File: config.mk
export PLATFORM = sky130hd
export DESIGN_NAME = sweep_dds
export DESIGN_NICKNAME = d
export VERILOG_FILES = /design/src/rtl/sweep_dds_pkg.sv /design/src/rtl/sweep_scan_seq.sv /design/src/rtl/sweep_phase_acc.sv /design/src/rtl/sweep_wave_shaper.sv /design/src/rtl/sweep_dds.sv
export SDC_FILE = /design/constraint.sdc
export NUM_CORES = 1
export LEC_CHECK = 0
export CAP_MARGIN = 20
export CORE_AREA = 2 2 148 150
export CTS_CLUSTER_DIAMETER = 60
export DETAILED_ROUTE_END_ITERATION = 10
export DIE_AREA = 0 0 150 152
export GPL_ROUTABILITY_DRIVEN = 0
export HOLD_SLACK_MARGIN = 0.08
export PLACE_DENSITY = 0.71
export SLEW_MARGIN = 20
export SYNTH_ARGS = -nofsm -noshare
export SYNTH_HDL_FRONTEND = slang
export SYNTH_HIERARCHICAL = 1
export SYNTH_SLANG_ARGS = --single-unit
File: constraint.sdc
create_clock -name clk -period 3.85 [get_ports clk]
set_input_delay 1.155 -clock clk [delete_from_list [all_inputs] [get_ports clk]]
set_output_delay 1.155 -clock clk [all_outputs]
set_load 0.005 [all_outputs]
File: src/rtl/sweep_dds_pkg.sv
package sweep_dds_pkg;

  typedef enum logic [1:0] {
    SC_IDLE = 2'd0,
    SC_RUN  = 2'd1,
    SC_DONE = 2'd2
  } scan_state_e;

  localparam logic [2:0] REG_START = 3'd0;
  localparam logic [2:0] REG_STEP  = 3'd1;
  localparam logic [2:0] REG_COUNT = 3'd2;
  localparam logic [2:0] REG_DWELL = 3'd3;
  localparam logic [2:0] REG_MODE  = 3'd4;

  localparam int MODE_EXT_BIT = 0;
  localparam int MODE_TRI_BIT = 1;

  // Cycles a tuning word is held for a programmed dwell value (zero acts as one).
  function automatic int unsigned hold_cycles(input int unsigned dwell);
    return (dwell == 0) ? 1 : dwell;
  endfunction

  // Quarter-wave sine magnitude for table entry i of qn entries, sampled at
  // the entry midpoint, using a rational sine approximation in integer math.
  function automatic int quarter_sine(input int i, input int qn, input int amp);
    longint half;
    longint a;
    longint num;
    longint den;
    half = 4 * longint'(qn);
    a    = 2 * longint'(i) + 1;
    num  = 4 * a * (half - a);
    den  = (5 * half * half) / 4 - a * (half - a);
    return int'((longint'(amp) * num + den / 2) / den);
  endfunction

endpackage

File: src/rtl/sweep_scan_seq.sv
module sweep_scan_seq
  import sweep_dds_pkg::*;
#(
  parameter int PW = 24,
  parameter int CW = 12,
  parameter int DW = 12
) (
  input  logic          clk,
  input  logic          rst,
  input  logic          wr_en,
  input  logic [2:0]    wr_addr,
  input  logic [PW-1:0] wr_data,
  input  logic          ctrl_in,
  output logic [PW-1:0] ftw,
  output logic          start_fire,
  output logic          step_fire,
  output logic          scan_active,
  output logic          scan_done,
  output logic          scan_end,
  output logic          tri_sel
);

  scan_state_e   state;
  logic [PW-1:0] start_r;
  logic [PW-1:0] step_r;
  logic [CW-1:0] count_r;
  logic [DW-1:0] dwell_r;
  logic          ext_r;
  logic          armed_r;
  logic          ctrl_q;
  logic [CW-1:0] steps_done;
  logic [DW-1:0] dwell_cnt;
  logic          end_q;

  logic          ctrl_rise;
  logic          dwell_hit;
  logic          last_step;
  logic [CW:0]   steps_next;

  assign ctrl_rise  = ctrl_in & ~ctrl_q;
  assign start_fire = (state == SC_IDLE) && armed_r && ctrl_rise;
  assign dwell_hit  = (32'(dwell_cnt) + 32'd1) >= hold_cycles(32'(dwell_r));
  assign step_fire  = (state == SC_RUN) && (ext_r ? ctrl_rise : dwell_hit);
  assign steps_next = {1'b0, steps_done} + {{CW{1'b0}}, 1'b1};
  assign last_step  = step_fire && (steps_next == {1'b0, count_r});

  always_ff @(posedge clk) begin
    if (rst) begin
      state      <= SC_IDLE;
      start_r    <= '0;
      step_r     <= '0;
      count_r    <= '0;
      dwell_r    <= '0;
      ext_r      <= 1'b0;
      tri_sel    <= 1'b0;
      armed_r    <= 1'b0;
      ctrl_q     <= 1'b0;
      steps_done <= '0;
      dwell_cnt  <= '0;
      ftw        <= '0;
      end_q      <= 1'b0;
    end else begin
      ctrl_q <= ctrl_in;
      end_q  <= 1'b0;
      case (state)
        SC_IDLE: begin
          if (start_fire) begin
            ftw        <= start_r;
            steps_done <= '0;
            dwell_cnt  <= '0;
            armed_r    <= 1'b0;
            if (count_r == '0) begin
              state <= SC_DONE;
              end_q <= 1'b1;
            end else begin
              state <= SC_RUN;
            end
          end
        end
        SC_RUN: begin
          if (step_fire) begin
            ftw        <= ftw + step_r;
            steps_done <= steps_next[CW-1:0];
            dwell_cnt  <= '0;
            if (last_step) begin
              state <= SC_DONE;
              end_q <= 1'b1;
            end
          end else begin
            dwell_cnt <= dwell_cnt + 1'b1;
          end
        end
        default: ;
      endcase
      if (wr_en) begin
        case (wr_addr)
          REG_START: start_r <= wr_data;
          REG_STEP:  step_r  <= wr_data;
          REG_COUNT: count_r <= wr_data[CW-1:0];
          REG_DWELL: dwell_r <= wr_data[DW-1:0];
          REG_MODE: begin
            ext_r   <= wr_data[MODE_EXT_BIT];
            tri_sel <= wr_data[MODE_TRI_BIT];
            armed_r <= 1'b1;
          end
          default: ;
        endcase
      end
    end
  end

  assign scan_active = (state == SC_RUN);
  assign scan_done   = (state == SC_DONE);
  assign scan_end    = end_q;

endmodule

File: src/rtl/sweep_phase_acc.sv
module sweep_phase_acc #(
  parameter int PW = 24
) (
  input  logic          clk,
  input  logic          rst,
  input  logic          clr,
  input  logic          en,
  input  logic [PW-1:0] ftw,
  output logic [PW-1:0] phase
);

  always_ff @(posedge clk) begin
    if (rst || clr) begin
      phase <= '0;
    end else if (en) begin
      phase <= phase + ftw;
    end
  end

endmodule

File: src/rtl/sweep_wave_shaper.sv
module sweep_wave_shaper
  import sweep_dds_pkg::*;
#(
  parameter int AW = 10,
  parameter int LB = 6
) (
  input  logic [AW:0]   ph_top,
  input  logic          tri_sel,
  output logic [AW-1:0] wave
);

  localparam int TW  = AW + 1;
  localparam int QN  = 1 << LB;
  localparam int MID = 1 << (AW - 1);
  localparam int AMP = MID - 1;

  logic [AW-2:0] qtab [QN];

  for (genvar g = 0; g < QN; g++) begin : g_qtab
    assign qtab[g] = (AW-1)'(quarter_sine(g, QN, AMP));
  end

  logic [1:0]    quad;
  logic [LB-1:0] idx;
  logic [LB-1:0] fidx;
  logic [AW-1:0] qmag;
  logic [AW-1:0] sine_code;
  logic [AW-1:0] tri_ramp;
  logic [AW-1:0] tri_code;

  assign quad = ph_top[TW-1 -: 2];
  assign idx  = ph_top[TW-3 -: LB];
  assign fidx = quad[0] ? ~idx : idx;
  assign qmag = {1'b0, qtab[fidx]};

  assign sine_code = quad[1] ? (AW'(MID - 1) - qmag) : (AW'(MID) + qmag);

  assign tri_ramp = ph_top[TW-2:0];
  assign tri_code = ph_top[TW-1] ? ~tri_ramp : tri_ramp;

  assign wave = tri_sel ? tri_code : sine_code;

endmodule

File: src/rtl/sweep_dds.sv
module sweep_dds #(
  parameter int PW = 24,
  parameter int AW = 10,
  parameter int CW = 12,
  parameter int DW = 12,
  parameter int LB = 6
) (
  input  logic          clk,
  input  logic          rst,
  input  logic          wr_en,
  input  logic [2:0]    wr_addr,
  input  logic [PW-1:0] wr_data,
  input  logic          ctrl_in,
  output logic [PW-1:0] ftw_out,
  output logic [PW-1:0] phase_out,
  output logic [AW-1:0] wave_out,
  output logic          msb_out,
  output logic          scan_active,
  output logic          scan_end
);

  localparam int TW = AW + 1;

  logic start_fire;
  logic step_fire;
  logic scan_done;
  logic tri_sel;
  logic acc_en;

  sweep_scan_seq #(.PW(PW), .CW(CW), .DW(DW)) u_seq (
    .clk         (clk),
    .rst         (rst),
    .wr_en       (wr_en),
    .wr_addr     (wr_addr),
    .wr_data     (wr_data),
    .ctrl_in     (ctrl_in),
    .ftw         (ftw_out),
    .start_fire  (start_fire),
    .step_fire   (step_fire),
    .scan_active (scan_active),
    .scan_done   (scan_done),
    .scan_end    (scan_end),
    .tri_sel     (tri_sel)
  );

  assign acc_en = scan_active | scan_done;

  sweep_phase_acc #(.PW(PW)) u_acc (
    .clk   (clk),
    .rst   (rst),
    .clr   (start_fire),
    .en    (acc_en),
    .ftw   (ftw_out),
    .phase (phase_out)
  );

  sweep_wave_shaper #(.AW(AW), .LB(LB)) u_shape (
    .ph_top  (phase_out[PW-1 -: TW]),
    .tri_sel (tri_sel),
    .wave    (wave_out)
  );

  assign msb_out = phase_out[PW-1];

endmodule

After elaboration in Yosys (flattened, before gate mapping). Memory sizes are Yosys's and may differ from the RTL's. Index checks and enable logic that the tools add are counted.

Add/sub/neg operators: 7. $lt $le $gt $ge: 2. Eq/ne operators: 10. Muxes and demuxes: 30. Bitwise logic cells: 6. Reduce and logical (&&, ||, !) cells: 18.

Operators with widths (number): 24-bit adder (2); 12-bit two-way mux (4); 24-bit two-way mux (2); 12-bit case mux with 2 select lines (2); 24-bit case mux with 2 select lines (1); 32-bit greater-or-equal comparator (1); 10-bit two-way mux (3); 12-bit by 1-bit adder with 13-bit output (second input constant) (2); 12-bit zero test (2); 9-bit two-way mux (2); 13-bit by 12-bit == test with 1-bit output (1); 12-bit by 1-bit adder with 12-bit output (second input constant) (1); 2-bit AND reduction (6); 10-bit by 9-bit adder with 10-bit output (first input constant) (1); 10-bit NOT (1); 9-bit by 9-bit subtractor with 10-bit output (first input constant) (1); 1-bit two-way mux (9); 2-bit two-way mux (4); 7-bit greater-or-equal comparator (second input constant) (1); 6-bit NOT with 7-bit output (1); 3-bit by 2-bit == test with 1-bit output (second input constant) (2); 6-bit two-way mux (1); 2-bit by 1-bit inequality test with 1-bit output (second input constant) (3); 6-bit NOT (1); 16 further kinds (19).

Flip-flop bits (word level): 151. ROM bits: 576. Input bits: 31. Memories: 1.

Memories: (name not given) (depth 64, width 9, rd ports 1, clocked after Yosys merged registers in 0, write ports 0, line sweep_wave_shaper.sv:34) `assign qmag = {1'b0, qtab[fidx]};`.

Depth between registers and ports, before layout.
Depth after elaboration: 9. Mapped depth: 15. Gate-level depth less buffers: 15.

Modules after synthesis. Netlist, hierarchy kept.

By module, submodules not included: sweep_scan_seq (instances 1, cells an instance 908, area each 6904.1 um^2); sweep_phase_acc (instances 1, cells an instance 259, area each 2109.5 um^2); sweep_wave_shaper (instances 1, cells an instance 281, area each 1861.8 um^2); sweep_dds (instances 1, cells an instance 2, area each 13.8 um^2).

Least setup slack after synthesis. OpenSTA, ideal clock, no wires.

Kind: reg-to-output. Start point: register u_acc.phase[22]. End point: output wave_out[3]. Data arrival time: 2.959 ns. Required time: 2.695 ns. Slack: -0.264 ns. Cell stages (with the launch flop): 14. Path buffers: 5. Cell sequence: dfxtp_1 buf_4 buf_2 buf_4 buf_2 xor2_1 ha_1 clkbuf_1 nor2b_1 o2111ai_1 o41ai_1 o31a_1 a2111oi_2 xor2_1.

Longest elaborated chain between the ends: 8. Elaborated cells on any way between the ends: 9. Those cells by class: add/sub (2); mux (5); bitwise (1); memory (1).

Ends and longest elaborated chain: start, declared (line sweep_phase_acc.sv:9) `output logic [PW-1:0] phase`; start signal, assigned (line sweep_phase_acc.sv:16) `phase <= phase + ftw;`; 6-bit two-way mux * (line sweep_wave_shaper.sv:33) `assign fidx = quad[0] ? ~idx : idx;`; 6-bit NOT with 7-bit output (not written as such) * (line sweep_wave_shaper.sv:34); memory read 64 x 9 bit *; 9-bit two-way mux (not written as such) * (2 in a row) (line sweep_wave_shaper.sv:34); 10-bit by 9-bit adder with 10-bit output / 9-bit by 9-bit subtractor with 10-bit output (equally long branches) (line sweep_wave_shaper.sv:36) `assign sine_code = quad[1] ? (AW'(MID - 1) - qmag) : (AW'(MID) + qmag);`; 10-bit two-way mux * (line sweep_wave_shaper.sv:36); 10-bit two-way mux * (line sweep_wave_shaper.sv:41) `assign wave = tri_sel ? tri_code : sine_code;`; end, declared (line sweep_dds.sv:16) `output logic [AW-1:0] wave_out,`.

Every way passes the cells marked *; elsewhere a longest branch is shown, timed or not. The select of a mux whose other input is x is not followed.

Worst setup path after layout.
Start point: register u_acc.phase[22]. End point: output wave_out[4].

Same word-level chain as after synthesis.

==> run metrics <==
run status finished with violations; failing checks setup timing; initial drt markers 730; Yosys cell types 94; GRT Total Usage around 28%; Synthesis Warnings 6; Main synth FF type dfxtp_1; sequential area share after synthesis 27.76%; Cell Area, Placed about 0.012 mm2; CP Class reg -> out; max-cap violation count 0; Mean Syn Cell Area about 7.5 um2; first-pass GRT wire length between 50 and 60 mm; top layer in use met4; CTS clk-pin slew, worst paths roughly 0.06 ns; worst skew pair latency about 0.42 ns; vias post-DR around 11000; Final Cell Area around 0.013 mm2; Diodes inserted 0; initial antenna violation count 0; Final Max Slew Viols 0; register share of total power a little under half; Final Cycle Share 101.6%; number of synthesized register bits around 150; met2 WL 14.97 mm; Critical Path AT roughly 2.8 ns; Syn-to-layout area delta 19.98%; DR vias/cell around 6.0; asr flop ratio synth 0%; share of layout cells above drive strength 1 between 10 and 15%; initial core utilization between 50 and 60%; Post-Route WL about 33 mm; routed wire length per instance approximately 18 um; DRC Markers 0; number of synthesized flops with an enable pin 0; switching power about 0.86 mW; number of antenna-violating nets in the routed design 0; FMAX approximately 260 MHz; Initial DRT Pass Iterations 5; non-filler cells, final ~1800; clock skew about 0.013 ns; hold crit path type reg -> reg; die area about 0.023 mm2; relative slew slack 49.13%; Die Span X about 150 um; Final Net Count approximately 1600; CTS tree yes; synthesized area between 0.01 and 0.015 mm2; # setup viols final 5; worst-path fanout max 4; dpl cells between 1500 and 2000; Worst-Margin Slew 0.7621 ns; PortBufs 91; Final Hold Fails 0; setup ws final -0.06022 ns; CTS Buffer Depth 2; clk root buf clkbuf_16; combinational share of power 7.6%; # rows 54; Power per Cell Area between 200 and 300 mW/mm2; Final min period a little under 4 ns; Top-Level Pins between 90 and 100; WP data required about 2.7 ns; Die Ht 152 um; CTS Buf Count 17; syn nets between 1500 and 2000; vias in the first global route slightly above 10000; worst vdd ir between 0.4 and 0.5 mV; Switching Fraction 24.63%; Pwr Total 3.481 mW; clk sinks around 150; total gr overflow 0; DR WL met3 approximately 2.0 mm; crit path launch type register; LEAKAGE between 4 and 5 nW; Clock power frac about 46%; RSZ-0062 raised after global routing true; DP Wirelength roughly 23 mm; CORE AREA between 0.02 and 0.025 mm2; H-tree levels 4; Worst setup EP type output port; internal power 2.624 mW; met1 wire length around 14 mm; largest net degree at the start of global routing between 70 and 80; Cells after Synth around 1500
## layout make-up
class	instances	area (um2)
Timing Repair Buffer	165	1491
Multi-Input combinational cell	1160	7448
Inverter	46	172.7
Clock inverter	13	120.1
Clock buffer	19	452.9
Tap cell	280	350.3
Sequential cell	151	3029
Fill cell	1940	8285
## state kept, by name (all words and copies together) (netlist names), 2 cells and up
name	flops
u_acc/phase	24
u_seq/ftw	24
u_seq/start_r	24
u_seq/step_r	24
u_seq/count_r	12
u_seq/dwell_cnt	12
u_seq/dwell_r	12
u_seq/steps_done	12
u_seq/state	2
## cell usage after synthesis, drive strengths merged (9+ instances only)
| cell type | number | area, um2 |
|---|---|---|
| nor2 | 120 | 452.9 |
| a21oi | 160 | 808.3 |
| nand4 | 15 | 93.84 |
| a21o | 25 | 187.7 |
| xnor2 | 37 | 324.1 |
| a311oi | 10 | 87.58 |
| nand2 | 238 | 893.4 |
| inv | 44 | 165.2 |
| nor3 | 35 | 185.2 |
| nor2b | 23 | 143.9 |
| a2111oi | 11 | 121.4 |
| nand3b | 9 | 67.56 |
| ha | 68 | 850.8 |
| nand3 | 33 | 165.2 |
| and3 | 12 | 75.07 |
| mux2i | 28 | 280.3 |
| nand2b | 16 | 100.1 |
| or3 | 10 | 62.56 |
| buf | 40 | 247.7 |
| and2 | 13 | 83.83 |
| a211oi | 24 | 197.7 |
| a22oi | 11 | 82.58 |
| clkbuf | 53 | 198.9 |
| xor2 | 31 | 271.5 |
| o21ai | 69 | 352.8 |
| dfxtp | 151 | 3023 |
| a31oi | 15 | 93.84 |
| o211ai | 11 | 87.58 |
## layout by cell type (no fill, tap or decap), types with 17 or more instances in the layout
cell type,count
a21oi_1,158
clkdlybuf4s50_1,81
dfxtp_1,148
xnor2_1,36
xor2_1,30
buf_4,70
a211oi_1,21
inv_1,41
clkbuf_16,17
a21o_1,25
nor2_1,117
nor2b_1,22
nor3_1,33
mux2i_1,27
ha_1,64
nand3_1,32
nand2_1,238
o21ai_0,56
## critical path, stage by stage (launching register included)
cell	delay [ns]
dfxtp_4	0.36
buf_12	0.13
xor2_4	0.16
inv_2	0.12
ha_4	0.16
o21ai_1	0.09
o32ai_2	0.30
a31oi_2	0.11
or2_2	0.32
a32oi_2	0.19
xnor2_1	0.13
dlygate4sd2_1	0.25
## power groups by stage
stage	clock, mW	combinational (mW)	sequential, mW
global route	1.70	0.290	1.61
global placement	0	0.256	1.64
detailed placement	0	0.259	1.64
finish	1.61	0.265	1.61
floorplan	0	0.148	1.63
CTS	1.63	0.260	1.61
## per-layer routing
layer,up-vias,track usage (%)
met5,-,0
met4,0,13.07
met3,95,3.634
met2,456,44.84
met1,5150,38.34
li1,5379,-
## logic make-up (layout without fill, tap and decap cells)
| group | Yosys count | count (layout) | share of synthesized area (%) |
|---|---|---|---|
| flops | 151 | 151 | 27.76 |
| compound gates | 423 | 423 | 25.58 |
| xor+xnor | 68 | 68 | 5.469 |
| simple gates | 567 | 567 | 24.30 |
| mux | 32 | 32 | 3.022 |
| buf+inv | 139 | 243 | 5.688 |
| fa+ha+maj | 70 | 70 | 8.181 |
## metrics by stage
stage | setup TNS [ns] | utilization, % | worst slack (ns) | hold slack, ns
after floorplan | 0 | - | 0.04127 | 0.4320
after global placement | -0.08076 | 57.57 | -0.06643 | 0.4391
after detailed placement | -0.1573 | 57.57 | -0.04671 | 0.4465
after CTS | -0.3616 | 60.91 | -0.1311 | 0.4556
after global routing | -1.288 | 61.19 | -0.2299 | 0.4754
final | -0.1723 | 61.19 | -0.06022 | 0.4536
## final timing paths
check                      from               end  slack (ns)  cells after the start
max             u_acc/phase[22]       wave_out[4]       -0.06                     11
min            u_seq/start_r[2]  u_seq/start_r[2]        0.45                      2
max reg2reg  u_seq/dwell_cnt[0]      u_seq/ftw[8]        0.34                     15
min reg2reg    u_seq/start_r[2]  u_seq/start_r[2]        0.45                      2
## repair_timing
item | CTS | global route
pin swaps | 9 | 11
endpoints found under the hold margin | 0 | 0
endpoints found under the setup margin | 9 | 12
cloned | 0 | 0
buffers inserted | 3 | 2
resized for setup | 47 | 13
hold buffers | 0 | 0
No activity file was read; power rests on OpenSTA's default activity.
